[src/rtl/irq_agg_pkg.sv]
package irq_agg_pkg;
    localparam int REG_W    = 32;
    localparam int USED_W   = 19;
    localparam int GPIO_N   = 11;
    localparam int EV_N     = 7;
    localparam int B_RXDROP = 11;
    localparam int B_OVR    = 12;
    localparam int B_UND    = 13;
    localparam int B_TXERR  = 14;
    localparam int B_PHY    = 15;
    localparam int B_RXSTOP = 16;
    localparam int B_TXSTOP = 17;
    localparam int B_MACTO  = 18;

    typedef enum logic {
        MODE_SET_WINS = 1'b0,
        MODE_CLR_WINS = 1'b1
    } sticky_mode_e;
endpackage

[src/rtl/irq_sticky_bank.sv]
module irq_sticky_bank
    import irq_agg_pkg::*;
#(
    parameter int           W    = 7,
    parameter sticky_mode_e MODE = MODE_SET_WINS
) (
    input  logic         clk,
    input  logic         rst_n,
    input  logic [W-1:0] set_i,
    input  logic [W-1:0] clr_i,
    output logic [W-1:0] q_o
);
    logic [W-1:0] q_r;
    logic [W-1:0] q_nxt;

    generate
        if (MODE == MODE_SET_WINS) begin : g_set_wins
            assign q_nxt = (q_r & ~clr_i) | set_i;

            // a set in the same cycle as a clear leaves the bit at 1
            p_set_wins_r5: assert property (@(posedge clk) disable iff (!rst_n)
                (set_i != '0) |=> ((q_r & $past(set_i)) == $past(set_i)));

            // a clear with no set drops the bit
            p_clear_r4: assert property (@(posedge clk) disable iff (!rst_n)
                ((clr_i & ~set_i) != '0) |=> ((q_r & $past(clr_i & ~set_i)) == '0));
        end else begin : g_clr_wins
            assign q_nxt = (q_r | set_i) & ~clr_i;

            // a clear takes priority even while the level is high
            p_clr_first_r7: assert property (@(posedge clk) disable iff (!rst_n)
                (clr_i != '0) |=> ((q_r & $past(clr_i)) == '0));

            // a level with no clear is latched
            p_level_latch_r7: assert property (@(posedge clk) disable iff (!rst_n)
                ((set_i & ~clr_i) != '0) |=> ((q_r & $past(set_i & ~clr_i)) == $past(set_i & ~clr_i)));
        end
    endgenerate

    always_ff @(posedge clk) begin
        if (!rst_n) q_r <= '0;
        else        q_r <= q_nxt;
    end

    assign q_o = q_r;

    // a bit never rises without a set in the cycle before
    p_no_spurious_r2: assert property (@(posedge clk) disable iff (!rst_n)
        1'b1 |=> ((q_r & ~$past(q_r) & ~$past(set_i)) == '0));
endmodule

[src/rtl/irq_reg_port.sv]
module irq_reg_port
    import irq_agg_pkg::*;
#(
    parameter int              ADDR_W = 12,
    parameter logic [ADDR_W-1:0] OFFSET = 'h008
) (
    input  logic [ADDR_W-1:0] reg_addr,
    input  logic              reg_wr,
    input  logic              reg_rd,
    input  logic [REG_W-1:0]  reg_wdata,
    input  logic [USED_W-1:0] status_i,
    output logic [USED_W-1:0] wr_clr_o,
    output logic [REG_W-1:0]  rdata_o
);
    localparam int RSV_W = REG_W - USED_W;

    logic sel;
    logic unused_rsv_wdata;

    assign sel              = (reg_addr == OFFSET);
    assign unused_rsv_wdata = ^reg_wdata[REG_W-1:USED_W];

    always_comb begin
        wr_clr_o = '0;
        rdata_o  = '0;
        if (reg_wr && sel) wr_clr_o = reg_wdata[USED_W-1:0];
        if (reg_rd && sel) rdata_o  = {{RSV_W{1'b0}}, status_i};
    end
endmodule

[src/rtl/irq_status_agg.sv]
module irq_status_agg
    import irq_agg_pkg::*;
#(
    parameter int                ADDR_W     = 12,
    parameter logic [ADDR_W-1:0] REG_OFFSET = 'h008
) (
    input  logic              clk,
    input  logic              rst_n,
    input  logic [ADDR_W-1:0] reg_addr,
    input  logic              reg_wr,
    input  logic [31:0]       reg_wdata,
    input  logic              reg_rd,
    output logic [31:0]       reg_rdata,
    input  logic              ev_mac_timeout,
    input  logic              ev_tx_stopped,
    input  logic              ev_rx_stopped,
    input  logic              ev_tx_error,
    input  logic              ev_txf_underrun,
    input  logic              txf_full,
    input  logic              txf_wr_try,
    input  logic              ev_rx_dropped,
    input  logic              phy_irq,
    input  logic [10:0]       gpio_irq,
    output logic [10:0]       gpio_wake_clr,
    output logic              irq_pending
);
    logic [USED_W-1:0] wr_clr;
    logic [USED_W-1:0] status;
    logic [EV_N-1:0]   ev_set;
    logic [EV_N-1:0]   ev_clr;
    logic [EV_N-1:0]   ev_q;
    logic [GPIO_N-1:0] gpio_q;
    logic [GPIO_N-1:0] wake_r;
    logic              txf_overrun;
    logic              unused_phy_wr;

    assign txf_overrun   = txf_full & txf_wr_try;
    assign unused_phy_wr = wr_clr[B_PHY];

    // event bank order: 6 macto, 5 txstop, 4 rxstop, 3 txerr, 2 und, 1 ovr, 0 rxdrop
    assign ev_set = {ev_mac_timeout, ev_tx_stopped, ev_rx_stopped,
                     ev_tx_error, ev_txf_underrun, txf_overrun, ev_rx_dropped};
    assign ev_clr = {wr_clr[B_MACTO:B_RXSTOP], wr_clr[B_TXERR:B_RXDROP]};

    irq_sticky_bank #(.W(EV_N), .MODE(MODE_SET_WINS)) u_ev_bank (
        .clk   (clk),
        .rst_n (rst_n),
        .set_i (ev_set),
        .clr_i (ev_clr),
        .q_o   (ev_q)
    );

    irq_sticky_bank #(.W(GPIO_N), .MODE(MODE_CLR_WINS)) u_gpio_bank (
        .clk   (clk),
        .rst_n (rst_n),
        .set_i (gpio_irq),
        .clr_i (wr_clr[GPIO_N-1:0]),
        .q_o   (gpio_q)
    );

    assign status = {ev_q[6:4], phy_irq, ev_q[3:0], gpio_q};

    irq_reg_port #(.ADDR_W(ADDR_W), .OFFSET(REG_OFFSET)) u_port (
        .reg_addr  (reg_addr),
        .reg_wr    (reg_wr),
        .reg_rd    (reg_rd),
        .reg_wdata (reg_wdata),
        .status_i  (status),
        .wr_clr_o  (wr_clr),
        .rdata_o   (reg_rdata)
    );

    always_ff @(posedge clk) begin
        if (!rst_n) wake_r <= '0;
        else        wake_r <= wr_clr[GPIO_N-1:0];
    end

    assign gpio_wake_clr = wake_r;
    assign irq_pending   = |status;

    // a selected write yields its GPIO data bits as the wake pulse next cycle
    p_wake_pulse_r8: assert property (@(posedge clk) disable iff (!rst_n)
        (reg_wr && reg_addr == REG_OFFSET) |=> (gpio_wake_clr == $past(reg_wdata[10:0])));

    // no selected write, no wake pulse
    p_wake_quiet_r10: assert property (@(posedge clk) disable iff (!rst_n)
        !(reg_wr && reg_addr == REG_OFFSET) |=> (gpio_wake_clr == '0));

    // the PHY bit on the read port tracks the level
    p_phy_follow_r6: assert property (@(posedge clk) disable iff (!rst_n)
        (reg_rd && reg_addr == REG_OFFSET) |-> (reg_rdata[B_PHY] == phy_irq));

    // the PHY level alone raises the summary
    p_pending_phy_r11: assert property (@(posedge clk) disable iff (!rst_n)
        phy_irq |-> irq_pending);

    // full plus write attempt is seen at the next read
    p_overrun_r3: assert property (@(posedge clk) disable iff (!rst_n)
        (txf_full && txf_wr_try) |=> irq_pending);
endmodule

[config.mk]
export PLATFORM = sky130hd
export DESIGN_NAME = irq_status_agg
export DESIGN_NICKNAME = d
export VERILOG_FILES = /design/src/rtl/irq_agg_pkg.sv /design/src/rtl/irq_sticky_bank.sv /design/src/rtl/irq_reg_port.sv /design/src/rtl/irq_status_agg.sv
export SDC_FILE = /design/constraint.sdc
export NUM_CORES = 1
export LEC_CHECK = 0
export ABC_AREA = 1
export BUFFER_PORTS_ARGS = -buffer_cell sky130_fd_sc_hd__buf_2
export CORE_MARGIN = 2
export CORE_UTILIZATION = 35
export DETAILED_ROUTE_END_ITERATION = 8
export GPL_TIMING_DRIVEN = 0
export PLACE_DENSITY = 0.78
export RECOVER_POWER = 25
export REMOVE_ABC_BUFFERS = 1
export SYNTH_ARGS = -nofsm -noshare
export SYNTH_HDL_FRONTEND = slang
export SYNTH_HIERARCHICAL = 1
export SYNTH_SLANG_ARGS = --single-unit
[constraint.sdc]
create_clock -name clk -period 1.5 [get_ports clk]
set_input_delay 0.225 -clock clk [delete_from_list [all_inputs] [get_ports clk]]
set_output_delay 0.225 -clock clk [all_outputs]
set_load 0.005 [all_outputs]
==> results of run 1 <==
==> through the flow <==
step / hold WS, ps / setup TNS, ps / std cells
floorplan: 318 / 0 / 244
global placement: 455 / -458 / 380
detailed placement: 459 / -671 / 380
CTS: 163 / 0 / 390
global route: 185 / 0 / 390
finish: 173 / 0 / 390
==> power by group through the flow <==
stage / Clock [mW] / Combinational (mW) / Sequential (mW)
5_1_grt: 0.659 / 0.238 / 0.835
3_3_place_gp: 0 / 0.200 / 0.847
2_1_floorplan: 0 / 0.116 / 0.841
4_1_cts: 0.645 / 0.207 / 0.830
3_5_place_dp: 0 / 0.206 / 0.847
6_report: 0.608 / 0.205 / 0.831
==> tightest hold or removal path, stage by stage <==
cell and delay, ps:
buf_2 70, nor2_1 40, nor2_2 80
==> final cells by class <==
type | instances | share of cell area (%)
Multi-Input combinational cell | 138 | 31.8
Sequential cell | 29 | 26.9
Timing Repair Buffer | 86 | 21.0
Inverter | 77 | 13.4
Clock buffer | 6 | 3.36
Tap cell | 52 | 3.01
Clock inverter | 2 | 0.464
==> registers in the layout (all words and copies together) (netlist names) <==
register / cells
gpio_wake_clr: 11
u_ev_bank/q_o: 7
u_gpio_bank/q_o: 11
==> per-layer routing <==
layer | track usage [%] | share of wire (%) | vias to the layer above
li1 | - | - | 827
met1 | 14.5 | 43 | 632
met2 | 24.1 | 47 | 67
met3 | 4.56 | 8.8 | 7
met4 | 5.56 | 1.5 | 0
met5 | 0 | 0 | -
==> final timing paths <==
path	start	endpoint	slack [ps]
setup / recovery	reg_addr[11]	reg_rdata[14]	90
hold reg to reg	u_ev_bank/q_o[0]$_SDFF_PN0_	u_ev_bank/q_o[0]$_SDFF_PN0_	480
hold / removal	gpio_irq[0]	u_gpio_bank/q_o[0]$_SDFF_PN0_	170
setup reg to reg	u_ev_bank/q_o[5]$_SDFF_PN0_	u_ev_bank/q_o[5]$_SDFF_PN0_	890
==> cell usage in the layout, fill, tap and decap left out <==
master / instances
a21oi_2: 7
and2_0: 1
buf_12: 2
buf_2: 79
clkbuf_1: 6
clkbuf_8: 5
clkinv_2: 2
conb_1: 13
dfxtp_1: 29
inv_1: 76
inv_2: 1
nand2_1: 36
nand2_2: 1
nand3_1: 1
nand3_4: 2
nor2_1: 46
nor2_2: 26
nor2_4: 4
or2_4: 1
==> timing repair <==
item,4_1_cts,5_1_grt
setup buffers,2,0
resized for setup,0,1
pin swaps,1,0
setup endpoints to repair,19,1
==> qor.csv, run 1 <==
stage,metric,value,unit
outcome,status,"complete, no violations",
logic_synthesis,synthCells,249,
floorplan,die_h,72.7,um
layout,stdcell_area,0.00216,mm2
clock_network,htreeDepth,2,
clock_network,cts_tree,yes,
floorplan,start_util,37.1,%
clock_network,cts.clk_slew.worst_paths,60,ps
worst_setup_path,critPathKind,in2out,
min_path,hold_depth,3,
floorplan,core-area,0.00444,mm2
worst_setup_path,worstPathArrival,1180,ps
detailed_routing,drt-total-wl,3.38,mm
clock_network,cts-buffers-inserted,5,
worst_setup_path,cp.required,1270,ps
global_routing,grt_remaining_overflow,0,
min_path,hold_class,in2reg,
logic_synthesis,synth_area,0.00165,mm2
power_and_ir_drop,p_leak,1.28,nW
global_routing,grt_pass1_wl,5.52,mm
worst_setup_path,cp-end-kind,primary output,
flow_run,drv_cap,0,
worst_setup_path,r2r_cells,2,
detailed_routing,routed-via-count,1533,
power_and_ir_drop,clockPowerShare,37.0,%
place,io_buffers,84,
power_and_ir_drop,internal_power,1.22,mW
layout,seq_area,581,um2
global_routing,grt_pass1_vias,1354,
detailed_routing,drt_iter0_drc,13,
power_and_ir_drop,seq_power_share,50.5,%
power_and_ir_drop,p_sw,0.421,mW
detailed_routing,vias_per_cell,3.93,
layout,final_util,48.6,%
place,place_area,0.00204,mm2
global_routing,antenna_found_initial,0,
worst_setup_path,crit_path_cell_trace,buf_2 > or2_4 > nor2_4 > nand3_4 > buf_12 > nor2_1 > buf_2,
layout,fillers,481,
sta,fin_crit_sh,93.8,%
worst_setup_path,slowest_delay,240,ps
layout,syn2layout_area_growth,30.8,%
power_and_ir_drop,switching_share,25.6,%
clock_network,cts_root_buf,clkbuf_8,
sta,grt_setup_unrepaired,false,
clock_network,cts_sinks,29,
worst_setup_path,crit_path_frequent_cell,buf_2,
sta,hold_viol_final,0,
floorplan,die-area,0.00528,mm2
sta,fin_crit,1410,ps
layout,post_route_cells_drive_above_1_share,38.5,%
floorplan,io_pins,112,
power_and_ir_drop,p_comb_share,12.5,%
detailed_routing,drc,0,
power_and_ir_drop,p_total,1.64,mW
layout,antenna_cells,0,
place,dpl.hpwl,2.55,mm
worst_setup_path,cp.depth,7,
place,gp_congestion,0.743,
worst_setup_path,start_kind,input pin,
place,dp_slack,-57.1,ps
logic_synthesis,syn_area_per_cell,6.63,um2
sta,finalClockSkew,0,ps
detailed_routing,wire_per_inst,8.67,um
floorplan,fp.dieW,72.7,um
power_and_ir_drop,peakVddDrop,0.000355,V
floorplan,rows,24,
clock_network,hold_buffers,0,
logic_synthesis,ys_warn_count,6,
clock_network,cts_max_path_buffers,2,
clock_network,clkLatencyLatePin,280,ps
sta,setup_viol,0,
sta,slew_violations,0,
worst_setup_path,cp_max_fo,10,
sta,fmax,711,MHz
layout,multiInputGateArea,687,um2
detailed_routing,dr.pass1.iters,3,
global_routing,grt_max_degree,24,
global_routing,track_usage,13.5,%
worst_setup_path,cpMaxStageDelayCell,or2_4,
power_and_ir_drop,p_per_area,761,mW/mm2
worst_setup_path,crit_buf_inv,3,
detailed_routing,ant_nets,0,
worst_setup_path,crit_family,simple AND/OR/NAND/NOR gates,
layout,layout.nets,405,
sta,worst_slack,92.6,ps
Note: power is estimated with default switching activity, not from simulation.
==> inputs of run 2 (changes only) <==
- PLACE_DENSITY: 0.78 -> not set
- PLACE_DENSITY_LB_ADDON: not set -> 0.15
==> qor.csv, run 2 (same netlist as run 1, synthesis figures left out) <==
stage,metric,value,unit
layout,multiInputGateArea,682,um2
power_and_ir_drop,internal_power,1.23,mW
layout,fillers,486,
clock_network,cts_max_path_buffers,2,
sta,finalClockSkew,0,ps
outcome,status,"complete, no violations",
worst_setup_path,cp_max_fo,6,
detailed_routing,vias_per_cell,3.75,
floorplan,core-area,0.00444,mm2
power_and_ir_drop,p_total,1.63,mW
detailed_routing,drt-total-wl,3.29,mm
detailed_routing,wire_per_inst,8.38,um
detailed_routing,ant_nets,0,
layout,stdcell_count,392,
layout,post_route_cells_drive_above_1_share,37.9,%
min_path,hold_depth,3,
sta,setup_viol,0,
sta,worst_slack,83.0,ps
power_and_ir_drop,switching_share,24.7,%
clock_network,cts_sinks,29,
global_routing,grt_max_degree,24,
min_path,hold_class,in2reg,
global_routing,antenna_found_initial,0,
power_and_ir_drop,clockPowerShare,36.8,%
global_routing,grt_remaining_overflow,0,
sta,fin_crit_sh,94.5,%
power_and_ir_drop,p_per_area,758,mW/mm2
place,io_buffers,84,
clock_network,cts-buffers-inserted,5,
sta,fmax,706,MHz
worst_setup_path,worstPathArrival,1190,ps
power_and_ir_drop,seq_power_share,50.9,%
global_routing,grt_pass1_wl,5.13,mm
floorplan,io_pins,112,
place,dpl.hpwl,2.49,mm
place,dp_slack,-71.6,ps
place,dp.cells,380,
clock_network,htreeDepth,2,
layout,antenna_cells,0,
worst_setup_path,start_kind,input pin,
sta,whs,179,ps
sta,grt_setup_unrepaired,false,
power_and_ir_drop,p_sw,0.403,mW
detailed_routing,drc,0,
layout,seq_area,581,um2
clock_network,cts_resized,0,
worst_setup_path,cp.required,1270,ps
worst_setup_path,r2r_slack,880,ps
detailed_routing,dr.pass1.iters,4,
power_and_ir_drop,p_comb_share,12.3,%
global_routing,track_usage,12.6,%
clock_network,cts.clk_slew.worst_paths,60,ps
sta,slew_violations,0,
layout,syn2layout_area_growth,30.6,%
sta,fin_crit,1420,ps
worst_setup_path,cp-end-kind,primary output,
layout,final_util,48.5,%
floorplan,die_h,72.7,um
sta,hold_viol_final,0,
floorplan,rows,24,
layout,layout.nets,407,
clock_network,cts_tree,yes,
floorplan,start_util,37.1,%
clock_network,cts_root_buf,clkbuf_8,
worst_setup_path,critPathKind,in2out,
power_and_ir_drop,peakVddDrop,0.000297,V
power_and_ir_drop,p_leak,1.28,nW
place,gp_congestion,0.728,
floorplan,fp.dieW,72.7,um
layout,layout_commonest_cell,buf_2,
clock_network,clkLatencyLatePin,270,ps
floorplan,die-area,0.00528,mm2
worst_setup_path,r2r_cells,2,
layout,final_cell_mix,"buf_2 (80), inv_1 (76), nor2_1 (48), nand2_1 (36), dfxtp_1 (29)",
detailed_routing,routed-via-count,1469,
flow_run,drv_cap,0,
global_routing,grt_pass1_vias,1254,
detailed_routing,drt_iter0_drc,17,
run 2: power by group through the flow:
stage / logic (mW) / registers (mW) / clock network, mW
final: 0.201 / 0.831 / 0.601
after global routing: 0.234 / 0.835 / 0.650
after CTS: 0.205 / 0.831 / 0.626
after detailed placement: 0.204 / 0.848 / 0
after global placement: 0.202 / 0.847 / 0
after floorplan: 0.116 / 0.841 / 0
run 2: critical path: stages:
cell	delay (ps)
buf_2	90
or2_4	240
nor2_4	140
nand3_4	110
buf_4	190
nor2_2	80
buf_2	110
run 2: what timing repair did:
action / 4_1_cts / 5_1_grt
cloned: 0 / 0
hold buffers: 0 / 0
endpoints found under the setup margin: 19 / 3
buffers inserted: 3 / 1
pin swaps: 1 / 1
run 2: area by class of cell:
type	instances	share of cell area, %
clock buffers	8	3.72
well taps	52	3.02
multi-input cells	138	31.6
inverters	77	13.4
repair buffers	88	21.3
flip-flops and latches	29	26.9
run 2: per-layer routing:
metal / GRT usage [%] / vias up / wire length (um)
met5: 0 / - / 0
met4: 4.94 / 0 / 46
met3: 5.11 / 8 / 312
met2: 20.5 / 58 / 1470
met1: 14.9 / 572 / 1460
li1: - / 831 / -
run 2: final timing paths:
| path | startpoint | to |
|---|---|---|
| max reg2reg | u_ev_bank/q_o[5]$_SDFF_PN0_ | u_ev_bank/q_o[5]$_SDFF_PN0_ |
| min reg2reg | u_gpio_bank/q_o[7]$_SDFF_PN0_ | u_gpio_bank/q_o[7]$_SDFF_PN0_ |
| min | gpio_irq[4] | u_gpio_bank/q_o[4]$_SDFF_PN0_ |
| max | reg_addr[11] | reg_rdata[3] |
run 2: per-stage QoR:
step | TNS (ps) | cell area (um2)
finish | 0 | 2150
CTS | 0 | 2160
detailed placement | -776 | 2040
global placement | -810 | 2040
floorplan | 0 | 1560
global route | 0 | 2150
==> inputs of run 3 (changes only) <==
==> constraint.sdc (replaced) <==
create_clock -name clk -period 1.5 [get_ports clk]
set_input_delay 0.225 -clock clk [delete_from_list [all_inputs] [get_ports clk]]
set_output_delay 0.225 -clock clk [all_outputs]
set_load 0.01 [all_outputs]
==> qor.csv, run 3 (same netlist as run 1, synthesis figures left out) <==
stage,metric,value,unit
outcome,status,"complete, no violations",
layout,antenna_cells,0,
detailed_routing,drc,0,
layout,layout.nets,408,
power_and_ir_drop,peakVddDrop,0.000298,V
clock_network,cts-buffers-inserted,5,
power_and_ir_drop,seq_power_share,50.6,%
clock_network,cts.clk_slew.worst_paths,60,ps
detailed_routing,wire_per_inst,8.41,um
worst_setup_path,crit_path_frequent_cell,buf_2,
worst_setup_path,r2r_cells,2,
floorplan,io_pins,112,
global_routing,grt_pass1_wl,5.13,mm
clock_network,clkLatencyLatePin,270,ps
clock_network,cts_tree,yes,
power_and_ir_drop,internal_power,1.23,mW
power_and_ir_drop,switching_share,25.0,%
power_and_ir_drop,p_comb_share,12.8,%
sta,slew_violations,0,
layout,layout_commonest_cell,inv_1,
floorplan,fp.dieW,72.7,um
place,gp_congestion,0.728,
detailed_routing,drt-total-wl,3.30,mm
place,place_area,0.00204,mm2
layout,stdcell_area,0.00216,mm2
worst_setup_path,cp-end-kind,primary output,
detailed_routing,routed-via-count,1470,
worst_setup_path,worstPathArrival,1190,ps
global_routing,antenna_found_initial,0,
global_routing,grt_pass1_vias,1254,
layout,syn2layout_area_growth,30.6,%
layout,final_cell_mix,"inv_1 (76), buf_2 (73), nor2_1 (47), nand2_1 (36), dfxtp_1 (29)",
detailed_routing,ant_nets,0,
worst_setup_path,slowest_delay,240,ps
min_path,hold_class,in2reg,
detailed_routing,dr.pass1.iters,4,
min_path,hp-start,gpio_irq[4],
worst_setup_path,start_kind,input pin,
power_and_ir_drop,p_per_area,762,mW/mm2
global_routing,track_usage,12.6,%
place,io_buffers,84,
global_routing,grt_remaining_overflow,0,
clock_network,cts_max_path_buffers,2,
power_and_ir_drop,p_leak,1.26,nW
sta,fin_crit,1420,ps
worst_setup_path,timing.rr.start,u_ev_bank/q_o[5]$_SDFF_PN0_,
layout,post_route_cells_drive_above_1_share,36.4,%
clock_network,hold_buffers,0,
clock_network,htreeDepth,2,
global_routing,grt_max_degree,24,
sta,fin_crit_sh,94.4,%
sta,finalClockSkew,0,ps
worst_setup_path,crit_path_cell_trace,buf_2 > or2_4 > nor2_4 > nand3_4 > buf_4 > nor2_2 > buf_2,
clock_network,cts_root_buf,clkbuf_8,
detailed_routing,drt_iter0_drc,15,
worst_setup_path,cp_max_fo,6,
worst_setup_path,r2r_slack,880,ps
place,dpl.hpwl,2.49,mm
floorplan,start_util,37.1,%
power_and_ir_drop,p_sw,0.411,mW
floorplan,die_h,72.7,um
sta,grt_setup_unrepaired,false,
worst_setup_path,critPathKind,in2out,
min_path,hold_depth,3,
min_path,min_to,u_gpio_bank/q_o[4]$_SDFF_PN0_,
flow_run,drv_cap,0,
clock_network,cts_sinks,29,
floorplan,die-area,0.00528,mm2
worst_setup_path,cpMaxStageDelayCell,or2_4,
worst_setup_path,cp.required,1270,ps
layout,final_util,48.5,%
worst_setup_path,reg2reg_to,u_ev_bank/q_o[5]$_SDFF_PN0_,
power_and_ir_drop,clockPowerShare,36.6,%
sta,setup_viol,0,
floorplan,core-area,0.00444,mm2
floorplan,rows,24,
sta,hold_viol_final,0,
sta,fmax,706,MHz
detailed_routing,vias_per_cell,3.74,
## run 3: cell types whose count changed in the layout (fill, tap and decap cells not counted), sizes merged
cell,delta
buf,-6
clkbuf,+7
## run 3: per-stage QoR
step / power, mW / setup TNS [ps] / hold slack (ps) / setup WS, ps / instances
3_3_place_gp: 1.06 / -1150 / 455 / -107 / 380
3_5_place_dp: 1.06 / -1110 / 460 / -89.4 / 380
2_1_floorplan: 0.965 / 0 / 318 / 208 / 244
4_1_cts: 1.67 / 0 / 171 / 55.2 / 391
6_report: 1.64 / 0 / 179 / 83.4 / 393
5_1_grt: 1.73 / 0 / 171 / 9.75 / 393
## run 3: repair_timing
item	CTS	global route
setup endpoints to repair	19	9
buffers inserted	3	2
gates resized for setup	0	1
pin swaps	1	3
gates cloned	0	0
## run 3: worst max path at each step
| stage | startpoint | to | cells past startpoint |
|---|---|---|---|
| 2_1_floorplan | reg_addr[11] | reg_rdata[10] | 4 |
| 3_3_place_gp | reg_addr[11] | reg_rdata[15] | 6 |
| 3_5_place_dp | reg_addr[11] | reg_rdata[15] | 6 |
| 4_1_cts | reg_addr[11] | reg_rdata[3] | 7 |
| 5_1_grt | reg_addr[11] | reg_rdata[14] | 7 |
| 6_report | reg_addr[11] | reg_rdata[3] | 7 |
## run 3: worst max-delay path, delay by kind of cell
family        cells  cell delay, ps
buf+inv           3             410
simple gates      4             550
## run 3: routing by layer
metal / part of all wire (%) / vias up / GRT usage [%]
li1: - / 833 / -
met2: 44 / 58 / 20.5
met5: 0 / - / 0
met4: 1.4 / 0 / 4.94
met3: 9.5 / 8 / 5.11
met1: 45 / 571 / 14.9
## run 3: final cells by class
| class | instances | area (um2) |
|---|---|---|
| sequential | 29 | 581 |
| fill | 488 | 2290 |
| tap | 52 | 65.1 |
| clock buffer | 8 | 80.1 |
| inverter | 77 | 289 |
| multi-input combinational | 138 | 684 |
| timing repair buffer | 89 | 457 |
## run 3: power groups by stage
stage	logic (mW)	clock network, mW	registers, mW
global route	0.242	0.650	0.835
floorplan	0.123	0	0.841
finish	0.210	0.601	0.831
CTS	0.212	0.626	0.831
detailed placement	0.211	0	0.848
global placement	0.209	0	0.847
